File: config.mk
export PLATFORM = sky130hd
export DESIGN_NAME = adder_graph_mult
export DESIGN_NICKNAME = d
export VERILOG_FILES = /design/src/rtl/agm_pkg.sv /design/src/rtl/agm_node.sv /design/src/rtl/agm_cfg_table.sv /design/src/rtl/agm_chain.sv /design/src/rtl/adder_graph_mult.sv
export SDC_FILE = /design/constraint.sdc
export NUM_CORES = 1
export LEC_CHECK = 0
export BUFFER_PORTS_ARGS = -buffer_cell sky130_fd_sc_hd__buf_2
export CELL_PAD_IN_SITES_DETAIL_PLACEMENT = 1
export CELL_PAD_IN_SITES_GLOBAL_PLACEMENT = 1
export CORE_MARGIN = 1
export CORE_UTILIZATION = 40
export DETAILED_ROUTE_END_ITERATION = 8
export GPL_TIMING_DRIVEN = 1
export PLACE_DENSITY = 0.74
export SLEW_MARGIN = 30
export SYNTH_ARGS = -nofsm -noshare
export SYNTH_HDL_FRONTEND = slang
export SYNTH_SLANG_ARGS = --single-unit
export TNS_END_PERCENT = 1
File: constraint.sdc
create_clock -name clk -period 37.1 [get_ports clk]
set_clock_uncertainty 0.2 [all_clocks]
set_input_delay 11.13 -clock clk [delete_from_list [all_inputs] [get_ports clk]]
set_output_delay 11.13 -clock clk [all_outputs]
set_load 0.03 [all_outputs]
File: src/rtl/agm_pkg.sv
// Shared definitions for the adder-graph multiplier.
// Assumes: descriptor flags arrive as two raw bits (add, shift-first).
package agm_pkg;

    typedef enum logic [1:0] {
        OP_ADD       = 2'd0,
        OP_SUB_SHL_A = 2'd1,
        OP_SUB_SHL_B = 2'd2
    } op_e;

    // Map the two descriptor flags onto a node operation.
    function automatic op_e op_decode(input logic add, input logic shift_first);
        if (add)              return OP_ADD;
        else if (shift_first) return OP_SUB_SHL_A;
        else                  return OP_SUB_SHL_B;
    endfunction

endpackage

File: src/rtl/agm_node.sv
// One adder/subtracter node: picks two operands from its candidate taps,
// shifts one of them and adds or subtracts.
// Assumes: candidate k sits at bits [k*W +: W]; out-of-range index reads 0.
module agm_node
    import agm_pkg::*;
#(
    parameter int W    = 25,
    parameter int SHW  = 4,
    parameter int IDXW = 3,
    parameter int NIN  = 1
) (
    input  logic                clk,
    input  logic                rst_n,
    input  logic [NIN*W-1:0]    cand,
    input  logic [IDXW-1:0]     src1,
    input  logic [IDXW-1:0]     src2,
    input  logic                add,
    input  logic                shift_first,
    input  logic [SHW-1:0]      shamt,
    input  logic                chk_en,
    output logic [W-1:0]        val
);
    localparam int WW = W + (1 << SHW);

    logic [W-1:0]  v1, v2;
    logic [WW-1:0] a, b, res;

    // Select operand value by index from the candidate taps.
    function automatic logic [W-1:0] pick(input logic [NIN*W-1:0] c,
                                          input logic [IDXW-1:0] idx);
        logic [W-1:0] r;
        r = '0;
        for (int k = 0; k < NIN; k++)
            if (int'(idx) == k) r = c[k*W +: W];
        return r;
    endfunction

    // Operand selection and the shift-add/subtract itself, in a wide width.
    always_comb begin
        v1 = pick(cand, src1);
        v2 = pick(cand, src2);
        a  = {{(WW-W){1'b0}}, v1};
        b  = {{(WW-W){1'b0}}, v2};
        case (op_decode(add, shift_first))
            OP_ADD:       res = (a << shamt) + b;
            OP_SUB_SHL_A: res = (a << shamt) - b;
            default:      res = a - (b << shamt);
        endcase
    end

    assign val = res[W-1:0];

    // a live node on a legal table never leaves the node width.
    assert_no_wrap_R12: assert property (@(posedge clk) disable iff (!rst_n)
        chk_en |-> (res[WW-1:W] == '0));

endmodule

File: src/rtl/agm_cfg_table.sv
// Shadow and active descriptor tables. Commit validates the shadow table
// and copies it to the active one together with length, limit and post-shift.
// Assumes: a write in the commit cycle lands in the shadow table only.
module agm_cfg_table #(
    parameter int NODES  = 4,
    parameter int SH_CAP = 16,
    parameter int SHW    = 4,
    parameter int LIMW   = 5,
    parameter int IDXW   = 3,
    parameter int AW     = 2,
    parameter int LENW   = 3,
    parameter int PSW    = 3
) (
    input  logic                        clk,
    input  logic                        rst_n,
    input  logic                        we,
    input  logic [AW-1:0]               waddr,
    input  logic                        wadd,
    input  logic                        wshf,
    input  logic [IDXW-1:0]             wsrc1,
    input  logic [IDXW-1:0]             wsrc2,
    input  logic [SHW-1:0]              wsh,
    input  logic                        commit,
    input  logic [LENW-1:0]             clen,
    input  logic [LIMW-1:0]             clim,
    input  logic [PSW-1:0]              cpost,
    output logic [NODES-1:0]            act_add,
    output logic [NODES-1:0]            act_shf,
    output logic [NODES-1:0][IDXW-1:0]  act_src1,
    output logic [NODES-1:0][IDXW-1:0]  act_src2,
    output logic [NODES-1:0][SHW-1:0]   act_sh,
    output logic [LENW-1:0]             act_len,
    output logic [PSW-1:0]              act_post,
    output logic                        bad
);
    logic [NODES-1:0]           sh_add, sh_shf;
    logic [NODES-1:0][IDXW-1:0] sh_src1, sh_src2;
    logic [NODES-1:0][SHW-1:0]  sh_sh;
    logic [LIMW-1:0]            act_lim;
    logic                       table_ok;

    // Shadow table: accept descriptor writes.
    always_ff @(posedge clk) begin
        if (!rst_n) begin
            sh_add <= '0; sh_shf <= '0; sh_src1 <= '0; sh_src2 <= '0; sh_sh <= '0;
        end else if (we) begin
            sh_add[waddr]  <= wadd;
            sh_shf[waddr]  <= wshf;
            sh_src1[waddr] <= wsrc1;
            sh_src2[waddr] <= wsrc2;
            sh_sh[waddr]   <= wsh;
        end
    end

    // Legality of the shadow table against the commit-time settings.
    always_comb begin
        table_ok = (int'(clen) >= 1) && (int'(clen) <= NODES) && (int'(clim) <= SH_CAP);
        for (int j = 0; j < NODES; j++) begin
            if (j < int'(clen)) begin
                if (int'(sh_src1[j]) > j || int'(sh_src2[j]) > j) table_ok = 1'b0;
                if (sh_sh[j] == '0 || {1'b0, sh_sh[j]} >= clim)    table_ok = 1'b0;
                if (sh_add[j] && !sh_shf[j])                       table_ok = 1'b0;
            end
        end
    end

    // Active table and error flag: replaced only on commit.
    always_ff @(posedge clk) begin
        if (!rst_n) begin
            act_add <= '0; act_shf <= '0; act_src1 <= '0; act_src2 <= '0; act_sh <= '0;
            act_len <= LENW'(1); act_post <= '0; act_lim <= '0; bad <= 1'b1;
        end else if (commit) begin
            act_add  <= sh_add;  act_shf  <= sh_shf;
            act_src1 <= sh_src1; act_src2 <= sh_src2; act_sh <= sh_sh;
            act_len  <= clen;    act_post <= cpost;   act_lim <= clim;
            bad      <= !table_ok;
        end
    end

    // the active table only moves on a commit.
    assert_table_hold_R9: assert property (@(posedge clk) disable iff (!rst_n)
        !commit |=> ($stable(act_sh) && $stable(act_src1) && $stable(act_src2)
                     && $stable(act_len) && $stable(act_post)));

    // a clean flag implies a usable chain length.
    assert_len_range_R7: assert property (@(posedge clk) disable iff (!rst_n)
        !bad |-> (int'(act_len) >= 1 && int'(act_len) <= NODES));

    for (genvar j = 0; j < NODES; j++) begin : g_chk
        // live nodes only reference earlier results.
        assert_src_order_R2: assert property (@(posedge clk) disable iff (!rst_n)
            (!bad && j < int'(act_len)) |-> (int'(act_src1[j]) <= j && int'(act_src2[j]) <= j));
        // live shifts sit inside the committed range.
        assert_shift_range_R6: assert property (@(posedge clk) disable iff (!rst_n)
            (!bad && j < int'(act_len)) |-> (act_sh[j] != '0 && {1'b0, act_sh[j]} < act_lim));
        // live add nodes shift their first operand.
        assert_add_shift_first_R3: assert property (@(posedge clk) disable iff (!rst_n)
            (!bad && j < int'(act_len) && act_add[j]) |-> act_shf[j]);
    end

endmodule

File: src/rtl/agm_chain.sv
// Combinational node chain: builds each node's tap vector from the input and
// earlier nodes, picks the last live node and applies the post-shift.
// Assumes: node j sees taps 0..j only (input, then nodes 0..j-1).
module agm_chain #(
    parameter int XW    = 8,
    parameter int W     = 25,
    parameter int SHW   = 4,
    parameter int IDXW  = 3,
    parameter int NODES = 4,
    parameter int LENW  = 3,
    parameter int PSW   = 3,
    parameter int OUTW  = 32
) (
    input  logic                        clk,
    input  logic                        rst_n,
    input  logic [XW-1:0]               x_in,
    input  logic [NODES-1:0]            n_add,
    input  logic [NODES-1:0]            n_shf,
    input  logic [NODES-1:0][IDXW-1:0]  n_src1,
    input  logic [NODES-1:0][IDXW-1:0]  n_src2,
    input  logic [NODES-1:0][SHW-1:0]   n_sh,
    input  logic [LENW-1:0]             len,
    input  logic [PSW-1:0]              post,
    input  logic                        bad,
    output logic [OUTW-1:0]             prod
);
    for (genvar j = 0; j < NODES; j++) begin : g_node
        logic [(j+1)*W-1:0] cand;
        logic [W-1:0]       val;
        logic               live;

        if (j == 0) begin : g_first
            assign cand = {{(W-XW){1'b0}}, x_in};
        end else begin : g_rest
            assign cand = {g_node[j-1].val, g_node[j-1].cand};
        end

        assign live = !bad && (j < int'(len));

        agm_node #(.W(W), .SHW(SHW), .IDXW(IDXW), .NIN(j+1)) u_node (
            .clk(clk), .rst_n(rst_n), .cand(cand),
            .src1(n_src1[j]), .src2(n_src2[j]),
            .add(n_add[j]), .shift_first(n_shf[j]), .shamt(n_sh[j]),
            .chk_en(live), .val(val)
        );
    end

    logic [(NODES+1)*W-1:0] taps;
    logic [W-1:0]           last;

    assign taps = {g_node[NODES-1].val, g_node[NODES-1].cand};

    // Pick the result of node len-1 and apply the final shift.
    always_comb begin
        last = '0;
        for (int k = 1; k <= NODES; k++)
            if (int'(len) == k) last = taps[k*W +: W];
        prod = {{(OUTW-W){1'b0}}, last} << post;
    end

endmodule

File: src/rtl/adder_graph_mult.sv
// Top: run-time programmable shift-add constant multiplier with one output
// register. Illegal committed tables force the product to zero.
// Assumes: legal tables keep every intermediate non-negative and in width.
module adder_graph_mult #(
    parameter int XW     = 8,
    parameter int NODES  = 4,
    parameter int SH_CAP = 16,
    parameter int PSW    = 3,
    localparam int SHW   = $clog2(SH_CAP),
    localparam int LIMW  = $clog2(SH_CAP + 1),
    localparam int IDXW  = $clog2(NODES + 1),
    localparam int AW    = (NODES > 1) ? $clog2(NODES) : 1,
    localparam int LENW  = $clog2(NODES + 1),
    localparam int W     = XW + SH_CAP + 1,
    localparam int OUTW  = W + (1 << PSW) - 1
) (
    input  logic              clk,
    input  logic              rst_n,
    input  logic              cfg_we,
    input  logic [AW-1:0]     cfg_node,
    input  logic              cfg_add,
    input  logic              cfg_shift_first,
    input  logic [IDXW-1:0]   cfg_src1,
    input  logic [IDXW-1:0]   cfg_src2,
    input  logic [SHW-1:0]    cfg_shamt,
    input  logic              cfg_commit,
    input  logic [LENW-1:0]   cfg_len,
    input  logic [LIMW-1:0]   cfg_shlim,
    input  logic [PSW-1:0]    cfg_post,
    input  logic [XW-1:0]     x_in,
    output logic [OUTW-1:0]   prod_out,
    output logic              cfg_bad
);
    logic [NODES-1:0]           a_add, a_shf;
    logic [NODES-1:0][IDXW-1:0] a_src1, a_src2;
    logic [NODES-1:0][SHW-1:0]  a_sh;
    logic [LENW-1:0]            a_len;
    logic [PSW-1:0]             a_post;
    logic [OUTW-1:0]            prod_c;

    agm_cfg_table #(.NODES(NODES), .SH_CAP(SH_CAP), .SHW(SHW), .LIMW(LIMW),
                    .IDXW(IDXW), .AW(AW), .LENW(LENW), .PSW(PSW)) u_table (
        .clk(clk), .rst_n(rst_n), .we(cfg_we), .waddr(cfg_node),
        .wadd(cfg_add), .wshf(cfg_shift_first), .wsrc1(cfg_src1), .wsrc2(cfg_src2),
        .wsh(cfg_shamt), .commit(cfg_commit), .clen(cfg_len), .clim(cfg_shlim),
        .cpost(cfg_post), .act_add(a_add), .act_shf(a_shf), .act_src1(a_src1),
        .act_src2(a_src2), .act_sh(a_sh), .act_len(a_len), .act_post(a_post),
        .bad(cfg_bad)
    );

    agm_chain #(.XW(XW), .W(W), .SHW(SHW), .IDXW(IDXW), .NODES(NODES),
                .LENW(LENW), .PSW(PSW), .OUTW(OUTW)) u_chain (
        .clk(clk), .rst_n(rst_n), .x_in(x_in), .n_add(a_add), .n_shf(a_shf),
        .n_src1(a_src1), .n_src2(a_src2), .n_sh(a_sh), .len(a_len),
        .post(a_post), .bad(cfg_bad), .prod(prod_c)
    );

    // Output register: product, or zero while the table is illegal.
    always_ff @(posedge clk) begin
        if (!rst_n)       prod_out <= '0;
        else if (cfg_bad) prod_out <= '0;
        else              prod_out <= prod_c;
    end

    // an illegal table yields a zero product on the next edge.
    assert_zero_when_bad_R10: assert property (@(posedge clk) disable iff (!rst_n)
        cfg_bad |=> (prod_out == '0));

    // the error flag only changes on a commit.
    assert_flag_hold_R10: assert property (@(posedge clk) disable iff (!rst_n)
        !cfg_commit |=> $stable(cfg_bad));

endmodule

# Word-level counts from Yosys, hierarchy flattened
# Index checks and enable logic that the tools add are counted.
# totals
register_bits,135
in_bits,37
out_inout_bits,33
word_cells,195
# op_classes
add_sub_neg,12
order_cmp,21
n_eq_ne,20
n_shift,9
muxes,63
bitwise,1
n_reduce_logical,37
# ops
op,n
$mux W25,16
$pmux W25 S2,4
$shl A25 B4 Y25,6
$sub A25 B25 Y25,6
$add A25 B25 Y25,3
$mux W8,8
$shl A8 B4 Y25,2
$shl A25 B3 Y32,1
$eq A3 B3 Y1 const B,9
$add A25 B8 Y25,1
$sub A25 B8 Y25,1
$sub A8 B25 Y25,1
$bwmux W12,2
$logic_not A3 Y1,8
$eq A3 B2 Y1 const B,7
$ge A4 B5 Y1,4
$mux W1,17
$bwmux W16,1
$logic_not A4 Y1,4
$mux W2,8
$gt A3 B1 Y1 const B,4
$gt A3 B2 Y1 const B,4
$bwmux W4,2
$demux W4 S2,1
other kinds (18),43

# Depth between registers and ports, before layout
# Gate-level depths: netlist of run 1.
# depth
ltp_word,20
mapped_depth,74

# Hierarchy
# Synthesis of run 1 repeated with hierarchy kept, for this count alone.
# hier_totals
hier_cells,4402
area_unflattened_um2,32195.9
# by_module_without_submodules
mod,instances,cells_each,area_per_inst_um2
agm_node at u_chain.g_node[3].u_node,1,918,6638.9
agm_node at u_chain.g_node[2].u_node,1,957,6414.9
agm_node at u_chain.g_node[1].u_node,1,942,6269.8
agm_node at u_chain.g_node[0].u_node,1,816,5410.2
agm_cfg_table,1,435,4399.2
agm_chain,1,264,2064.5
adder_graph_mult,1,70,998.5

# Worst setup path after synthesis of run 1
# Ideal clock, no wire load.
# synth_timing
path_kind,input -> register
start,in x_in[1]
end,reg prod_out[24]
arrival_ns,22.943
t_required_ns,36.799
setup_slack_ns,13.856
stages,64
n_path_buf,2
path_cell_list,clkbuf_1 -> clkbuf_1 -> nand2_1 -> nor2_1 -> a31oi_1 -> or2_2 -> nor3_1 -> ha_1 -> nor2b_1 -> o31ai_1 -> a21bo_2 -> a21oi_1 -> xnor2_1 -> mux2i_1 -> a22oi_1 -> inv_1 -> mux4_2 -> mux2i_1 -> (+28 left out) -> o21ai_0 -> nor2_1 -> a21oi_1 -> ha_1 -> or2_2 -> a21oi_1 -> a21oi_1 -> and4_1 -> a2111oi_0 -> nor2b_1 -> o21a_1 -> nor2_1 -> o21ai_0 -> xor2_1 -> xnor2_1 -> mux2i_2 -> nor4b_2 -> o41ai_1
# synth_between
elab_chain_cells,18
elab_cells_between_ends,49
cone_classes,add/sub: 12; shift: 9; mux: 28
# synth_rtl
element,line,rtl
"start, declared",adder_graph_mult.sv:30,"input logic [XW-1:0] x_in,"
$mux W8,agm_node.sv:34,if (int'(idx) == k) r = c[k*W +: W];
"$shl A8 B4 Y25, on equally long branches","agm_node.sv:47, agm_node.sv:45, agm_node.sv:46",
"$sub A8 B25 Y25, or another cell as far along",agm_node.sv:47,default: res = a - (b << shamt);
$pmux W25 S2,agm_node.sv:44,"case (op_decode(add, shift_first))"
$mux W25,agm_node.sv:34,
"$shl A25 B4 Y25, on equally long branches","agm_node.sv:47, agm_node.sv:45, agm_node.sv:46",
"$sub A25 B25 Y25, or another cell as far along",agm_node.sv:47,
$pmux W25 S2,agm_node.sv:44,
(+2 left out),n/a,
"$sub A25 B25 Y25, or another cell as far along",agm_node.sv:47,
$pmux W25 S2,agm_node.sv:44,
$mux W25,agm_node.sv:34,
"$shl A25 B4 Y25, on equally long branches","agm_node.sv:47, agm_node.sv:45, agm_node.sv:46",
"$sub A25 B25 Y25, or another cell as far along",agm_node.sv:47,
$pmux W25 S2,agm_node.sv:44,
$mux W25 *,agm_chain.sv:57,if (int'(len) == k) last = taps[k*W +: W];
$shl A25 B3 Y32 *,agm_chain.sv:58,"prod = {{(OUTW-W){1'b0}}, last} << post;"
"end signal, assigned",adder_graph_mult.sv:62,else prod_out <= prod_c;
"end, declared",adder_graph_mult.sv:31,"output logic [OUTW-1:0] prod_out,"
# Every way passes the cells marked *; elsewhere a longest branch is shown, timed or not.
# A chain may end at the register's enable or synchronous reset.

# Final worst setup path of run 1
# layout_timing
start,in x_in[4]
end,reg prod_out[28]
# The elaborated chain is that of the path after synthesis.

==> run_results.csv, run 1 <==
group,metric,value,unit
clock_network,path_clk_slew,0.06,ns
timing,worst_slack,10.07,ns
routing,routed.top_layer,"met4",
final_layout,syn_to_final_growth,5.60,%
timing,max_freq,0.0370,GHz
yosys,postSynthCellCount,4243,
power,p_total,0.000869,W
routing,wire_per_inst,25.8,um
placement,preCtsSetupSlack,10.38,ns
critical_path,endpoint_kind,"flip-flop",
worst_hold_path,hold_depth,2,
routing,route.vias.total,33000,
final_layout,fill_cells,9258,
clock_network,clock-sinks,135,
outcome,status,"finished clean",
power,p_sw,0.000441,W
grt,grt_max_degree,108,
clock_network,cts_buffers,17,
placement,place.port_buffers,69,
power,clkPwrFrac,19.0,%
critical_path,r2r_cells,59,
grt,gr-usage-all-layers,34.3,%
timing,finalCritPeriodShare,72.9,%
clock_network,clk_latency,0.43,ns
yosys,ys_types,113,
critical_path,cp.required,37.18,ns
yosys,ys_ff_latch,135,
routing,first_pass_iters,5,
timing,hold_viol,0,
routing,dr.first_iter.drc_count,3356,
timing,maxSlewViolCount,0,
worst_hold_path,min_to,"u_table.sh_src2[10]$_SDFFE_PN0P_",
yosys,syn_area,28900,um2
timing,setup_violations,0,
routing,wl,131000,um
power,powerDensity,28.5,nW/um2
timing,rsz0062_at_grt,"no",
grt,grt_pass1_wl,196000,um
clock_network,cts-root-buf,"clkbuf_16",
critical_path,critical_path.slowest_cell,"a21boi_1",
grt,overflow,0,
routing,drt-met1-wl,57100,um
critical_path,critPathMostFrequentCell,"a21oi_1",
routing,vias_per_cell,6.50,
timing,relSlewSlack,29.1,%
worst_hold_path,min-delay-start,"u_table.sh_src2[10]$_SDFFE_PN0P_",
placement,hpwlAfterDp,104000,um
timing,fin_setup_tns,0,ns
grt,antenna_found_initial,2,
floorplan,fp-row-count,98,
yosys,synthesis.nets,4484,
clock_network,cts-resized-gates,0,
yosys,syn-mean-instance-area,6.80,um2
timing,period_needed,27.03,ns
critical_path,crit_fanout,24,
timing,holdWs,0.286,ns
critical_path,start_kind,"input pin",
critical_path,rrSetupSlack,19.97,ns
final_layout,final_core_util,42.6,%
critical_path,critical_path_class,"in -> reg",
power,ir_drop,31.3,uV
floorplan,initial_core_util,40.4,%
final_layout,antenna_cells,0,
clock_network,post_cts_buffers,0,
critical_path,cp.arrival,27.11,ns
worst_hold_path,hp-class,"reg -> reg",
power,netSwitchingFraction,50.8,%
floorplan,die_w,271,um
critical_path,r2r-end,"prod_out[28]$_SDFF_PP0_",
critical_path,r2r-start,"u_table.act_src2[2]$_SDFFE_PN0P_",
yosys,yosysWarnings,0,
routing,routed-wl-met2,56200,um
routing,dr_wl_met3,11100,um
clock_network,holdBufCountCts,0,
clock_network,cts_buffer_depth,2,
power,power_frac_comb,63.4,%
routing,drtAntennaViolNets,0,
yosys,async_flop_share,0,%
routing,drc,0,
clock_network,cts_max_level,4,
power,power.leakage,13.1,nW
critical_path,cpPeakStageDelay,0.77,ns
floorplan,die_area,73200,um2
power,intPower,0.000428,W
clock_network,cts_tree,"built",
grt,first_global_vias,31400,
floorplan,die-height,271,um
flow_run,maxCapViolations,0,
power,p_seq_share,17.6,%
floorplan,io_pins,70,
final_layout,drive_above_1_share,9.41,%
final_layout,final_nets,4351,
timing,worstMarginPinSlew,1.05,ns
floorplan,coreArea,71500,um2
yosys,ys.flop_type,"dfxtp_1",
placement,gp_congestion,1.03,
yosys,synth_edf_count,0,
yosys,seq_area_frac_synth,9.37,%
## layer usage
metal / up-vias / global-route usage, %
li1: 15100 / -
met1: 16100 / 47.2
met2: 1522 / 52.5
met3: 271 / 5.43
met4: 0 / 15.1
met5: - / 0
## final cells by class
| cell class | count | area [um2] | area share [%] |
|---|---|---|---|
| clock inverters | 12 | 119 | 0.390 |
| multi-input cells | 3678 | 24600 | 80.7 |
| repair buffers | 146 | 926 | 3.04 |
| well taps | 950 | 1190 | 3.90 |
| flip-flops and latches | 135 | 2720 | 8.93 |
| clock buffers | 20 | 447 | 1.47 |
| inverters | 132 | 495 | 1.63 |
## how the worst max path moves through the flow
stage	startpoint	end	slack, ns	cells after the start
floorplan	x_in[1]	prod_out[24]$_SDFF_PP0_	13.86	64
global placement	x_in[4]	prod_out[28]$_SDFF_PP0_	10.40	58
detailed placement	x_in[4]	prod_out[24]$_SDFF_PP0_	10.38	59
CTS	x_in[4]	prod_out[24]$_SDFF_PP0_	10.76	59
global route	x_in[4]	prod_out[24]$_SDFF_PP0_	9.07	59
finish	x_in[4]	prod_out[28]$_SDFF_PP0_	10.07	59
## power groups by stage
stage	logic, W	registers [W]	clock network, W
after floorplan	0.000351	0.000153	0
after global placement	0.000521	0.000156	0
after detailed placement	0.000530	0.000156	0
after CTS	0.000533	0.000153	0.000167
after global routing	0.000583	0.000153	0.000174
final	0.000551	0.000153	0.000165
## critical path, delay by kind of cell
family | cells | cell delay, ns
and+or+nand+nor | 13 | 2.56
buffers and inverters | 2 | 0.59
muxes | 4 | 0.96
AOI/OAI and AO/OA | 32 | 9.75
xor gates and xnor gates | 4 | 0.75
adders and majority gates | 4 | 1.28
## stage by stage
step	instances	instance area, um2
finish	5073	30500
global route	5073	30500
CTS	5073	30500
detailed placement	5041	29900
global placement	5041	29900
floorplan	4243	28900
## flip-flops by register name, summed over array words and instances (netlist names), 12 cells and up
| name | flops |
|---|---|
| prod_out | 32 |
| u_table.act_sh | 16 |
| u_table.act_src1 | 12 |
| u_table.act_src2 | 12 |
| u_table.sh_sh | 16 |
| u_table.sh_src1 | 12 |
| u_table.sh_src2 | 12 |
## placed cells by master, fill, tap and decap left out, types with 41 or more instances in the layout
master	instances
a21o_1	71
dfxtp_1	123
xor2_1	77
mux2_2	55
and2_1	41
buf_2	68
nor2b_1	131
o22ai_1	58
nor2_1	518
nand2_1	471
nand3_1	74
nor3_1	105
a21oi_1	364
a22oi_1	50
o21ai_0	306
ha_1	196
mux2i_1	282
o21a_1	44
o211ai_1	45
buf_4	78
inv_1	124
nand2b_1	59
xnor2_1	99
a31oi_1	48
a211oi_1	51
or2_2	42
## synthesized netlist by cell type (50+ instances only)
library cell,n,area (um2)
mux2i_1,283,2830
mux2_2,55,619
nor2_1,522,1960
o21ai_0,306,1530
o22ai_1,58,363
a21oi_1,364,1820
clkbuf_1,227,852
a22oi_1,50,375
nand2b_1,59,369
a21o_1,71,533
ha_1,196,2450
nor3_1,108,541
xor2_1,77,674
nand3_1,74,370
dfxtp_1,135,2700
a211oi_1,52,390
nand2_1,471,1770
nor2b_1,132,826
xnor2_1,99,867
inv_1,124,465
## logic make-up (layout without fill, tap and decap cells)
kind of cell / count (synthesis) / in the layout / share of synthesized area, %
and+or+nand+nor: 1594 / 1594 / 25.9
muxes: 379 / 379 / 15.1
adders and majority gates: 204 / 204 / 9.05
DFF: 135 / 135 / 9.37
AOI/OAI and AO/OA: 1325 / 1325 / 29.4
buffers and inverters: 430 / 310 / 5.84
xor gates and xnor gates: 176 / 176 / 5.34
Note: power is estimated with default switching activity, not from simulation.
==> inputs of run 2 (changes only) <==
ABC_AREA = 1   (was not set)
PLACE_DENSITY = 0.81   (was 0.74)
clock period = 24.4 ns   (was 37.1 ns; I/O delays follow)
==> run_results.csv, run 2 <==
group,metric,value,unit
outcome,status,"finished clean",
power,power.leakage,13.6,nW
yosys,ys.flop_type,"dfxtp_1",
final_layout,final_nets,4840,
timing,relSlewSlack,22.8,%
critical_path,critical_path_class,"in -> reg",
placement,placed_cells_incl_taps,5434,
floorplan,coreArea,64900,um2
grt,first_global_vias,32400,
routing,dr_wl_met3,11700,um
floorplan,fp-row-count,93,
timing,worstMarginPinSlew,1.15,ns
clock_network,cts_max_level,4,
critical_path,critPathMostFrequentCell,"nand2_1",
clock_network,cts_buffer_depth,2,
placement,gp_congestion,1.05,
clock_network,clock-sinks,135,
timing,period_needed,21.29,ns
final_layout,fin_area,27800,um2
timing,maxSlewViolCount,0,
yosys,synth_common_cells,"nand2_1 (1150), o21ai_0 (644), inv_1 (488)",
yosys,synth.most_common_cell,"nand2_1",
grt,gr-usage-all-layers,37.6,%
timing,holdWs,0.265,ns
routing,dr.first_iter.drc_count,3571,
yosys,postSynthCellCount,4690,
routing,drtAntennaViolNets,0,
clock_network,post_cts_buffers,0,
timing,finalCritPeriodShare,87.2,%
clock_network,cts_buffers,17,
routing,wl,129000,um
placement,hpwlAfterDp,103000,um
critical_path,endpoint_kind,"flip-flop",
final_layout,largest_register,"prod_out",
routing,first_pass_iters,6,
grt,antenna_found_initial,6,
yosys,yosysWarnings,0,
floorplan,die_w,259,um
critical_path,start_kind,"input pin",
floorplan,die_area,67200,um2
yosys,syn-mean-instance-area,5.65,um2
critical_path,cpPeakStageDelay,0.51,ns
routing,wire_per_inst,23.6,um
grt,overflow,0,
grt,grt_pass1_wl,195000,um
floorplan,io_pins,70,
routing,drc,0,
final_layout,fin_cells,5469,
yosys,async_flop_share,0,%
final_layout,layout_common_cells,"nand2_1 (1149), o21ai_0 (642), inv_1 (486), nor2_1 (377), a21oi_1 (363)",
final_layout,layout_commonest_cell,"nand2_1",
yosys,syn_area,26500,um2
power,powerDensity,70.4,nW/um2
yosys,synthesis.nets,4931,
clock_network,path_clk_slew,0.07,ns
yosys,yosys.area.top_type,"nand2_1",
timing,hold_viol,0,
yosys,synth_top_area_share,16.3,%
floorplan,die-height,259,um
yosys,ys_types,76,
placement,placed_cell_area,27200,um2
final_layout,largest_reg_flops,32,
placement,place.port_buffers,69,
critical_path,cp.required,24.52,ns
yosys,ys_ff_latch,135,
routing,route.vias.total,33700,
grt,grt_max_degree,80,
worst_hold_path,hp-class,"reg -> reg",
timing,rsz0062_at_grt,"no",
routing,drt-met1-wl,54000,um
critical_path,crit_fanout,6,
clock_network,cts_tree,"built",
clock_network,cts-root-buf,"clkbuf_16",
critical_path,critical_path.slowest_cell,"o21ai_0",
timing,setup_violations,0,
power,ir_drop,65.1,uV
clock_network,clk_latency,0.46,ns
routing,routed-wl-met2,54900,um
routing,routed.top_layer,"met5",
timing,fin_setup_tns,0,ns
routing,vias_per_cell,6.16,
clock_network,cts-resized-gates,0,
critical_path,cp.arrival,21.41,ns
timing,max_freq,0.0470,GHz
yosys,synth_edf_count,0,
final_layout,drive_above_1_share,7.33,%
yosys,synth_area_leaders,"nand2_1 (16%), o21ai_0 (12%), dfxtp_1 (10%)",
yosys,seq_area_frac_synth,10.2,%
final_layout,syn_to_final_growth,4.91,%
final_layout,largestRegisters,"prod_out x32, u_table.act_sh x16, u_table.sh_sh x16",
clock_network,holdBufCountCts,0,
flow_run,maxCapViolations,0,
power,p_total,0.00195,W
floorplan,initial_core_util,40.8,%
run 2: path summary, 6_finish.rpt:
check / from / endpoint / slack, ns / cells after the start
min reg2reg: u_table.sh_src2[10]$_SDFFE_PN0P_ / u_table.sh_src2[10]$_SDFFE_PN0P_ / 0.27 / 2
max reg2reg: u_table.act_src1[2]$_SDFFE_PN0P_ / prod_out[28]$_SDFF_PP0_ / 9.16 / 80
min: u_table.sh_src2[10]$_SDFFE_PN0P_ / u_table.sh_src2[10]$_SDFFE_PN0P_ / 0.27 / 2
max: x_in[4] / prod_out[28]$_SDFF_PP0_ / 3.11 / 80
run 2: metrics by stage:
step	util (%)	worst slack, ns
final	42.8	3.11
after CTS	42.8	3.72
after global routing	42.8	2.28
after floorplan	-	7.41
after detailed placement	41.9	3.32
after global placement	41.9	3.50
run 2: metal layers:
metal / vias up / global-route usage, %
met5: - / 0
met4: 6 / 21.7
met3: 373 / 6.30
met2: 1584 / 57.9
met1: 16100 / 49.4
li1: 15700 / -
run 2: critical path, delay by kind of cell:
kind            cells  cell delay (ns)
buf+inv            13             1.68
compound gates     28             6.25
simple gates       30             3.80
fa+ha+maj           4             1.30
mux                 4             0.83
xor+xnor            1             0.20
run 2: final cells by class:
cell class | count | area (um2)
Inverter | 525 | 1980
Clock buffer | 18 | 429
Antenna cell | 2 | 5.00
Multi-Input combinational cell | 3804 | 20800
Sequential cell | 135 | 2710
Fill cell | 9234 | 37200
Timing Repair Buffer | 116 | 696
Tap cell | 855 | 1070
Clock inverter | 14 | 131
run 2: kinds of logic after synthesis:
kind of cell             after synthesis  share of synthesized area (%)
adder cells (fa/ha/maj)              204                           9.87
AND/OR/NAND/NOR                     2075                           34.1
multiplexers                          60                           2.27
flip-flops                           135                           10.2
XOR/XNOR                             109                           3.63
buffers and inverters                751                           11.5
AO/OA/AOI/OAI                       1356                           28.5
run 2: power by group:
group	switching (W)	internal (W)	leakage, nW
registers	0.0000121	0.000232	1.11
logic	0.00104	0.000409	12.2
clock network	0.000125	0.000135	0.272
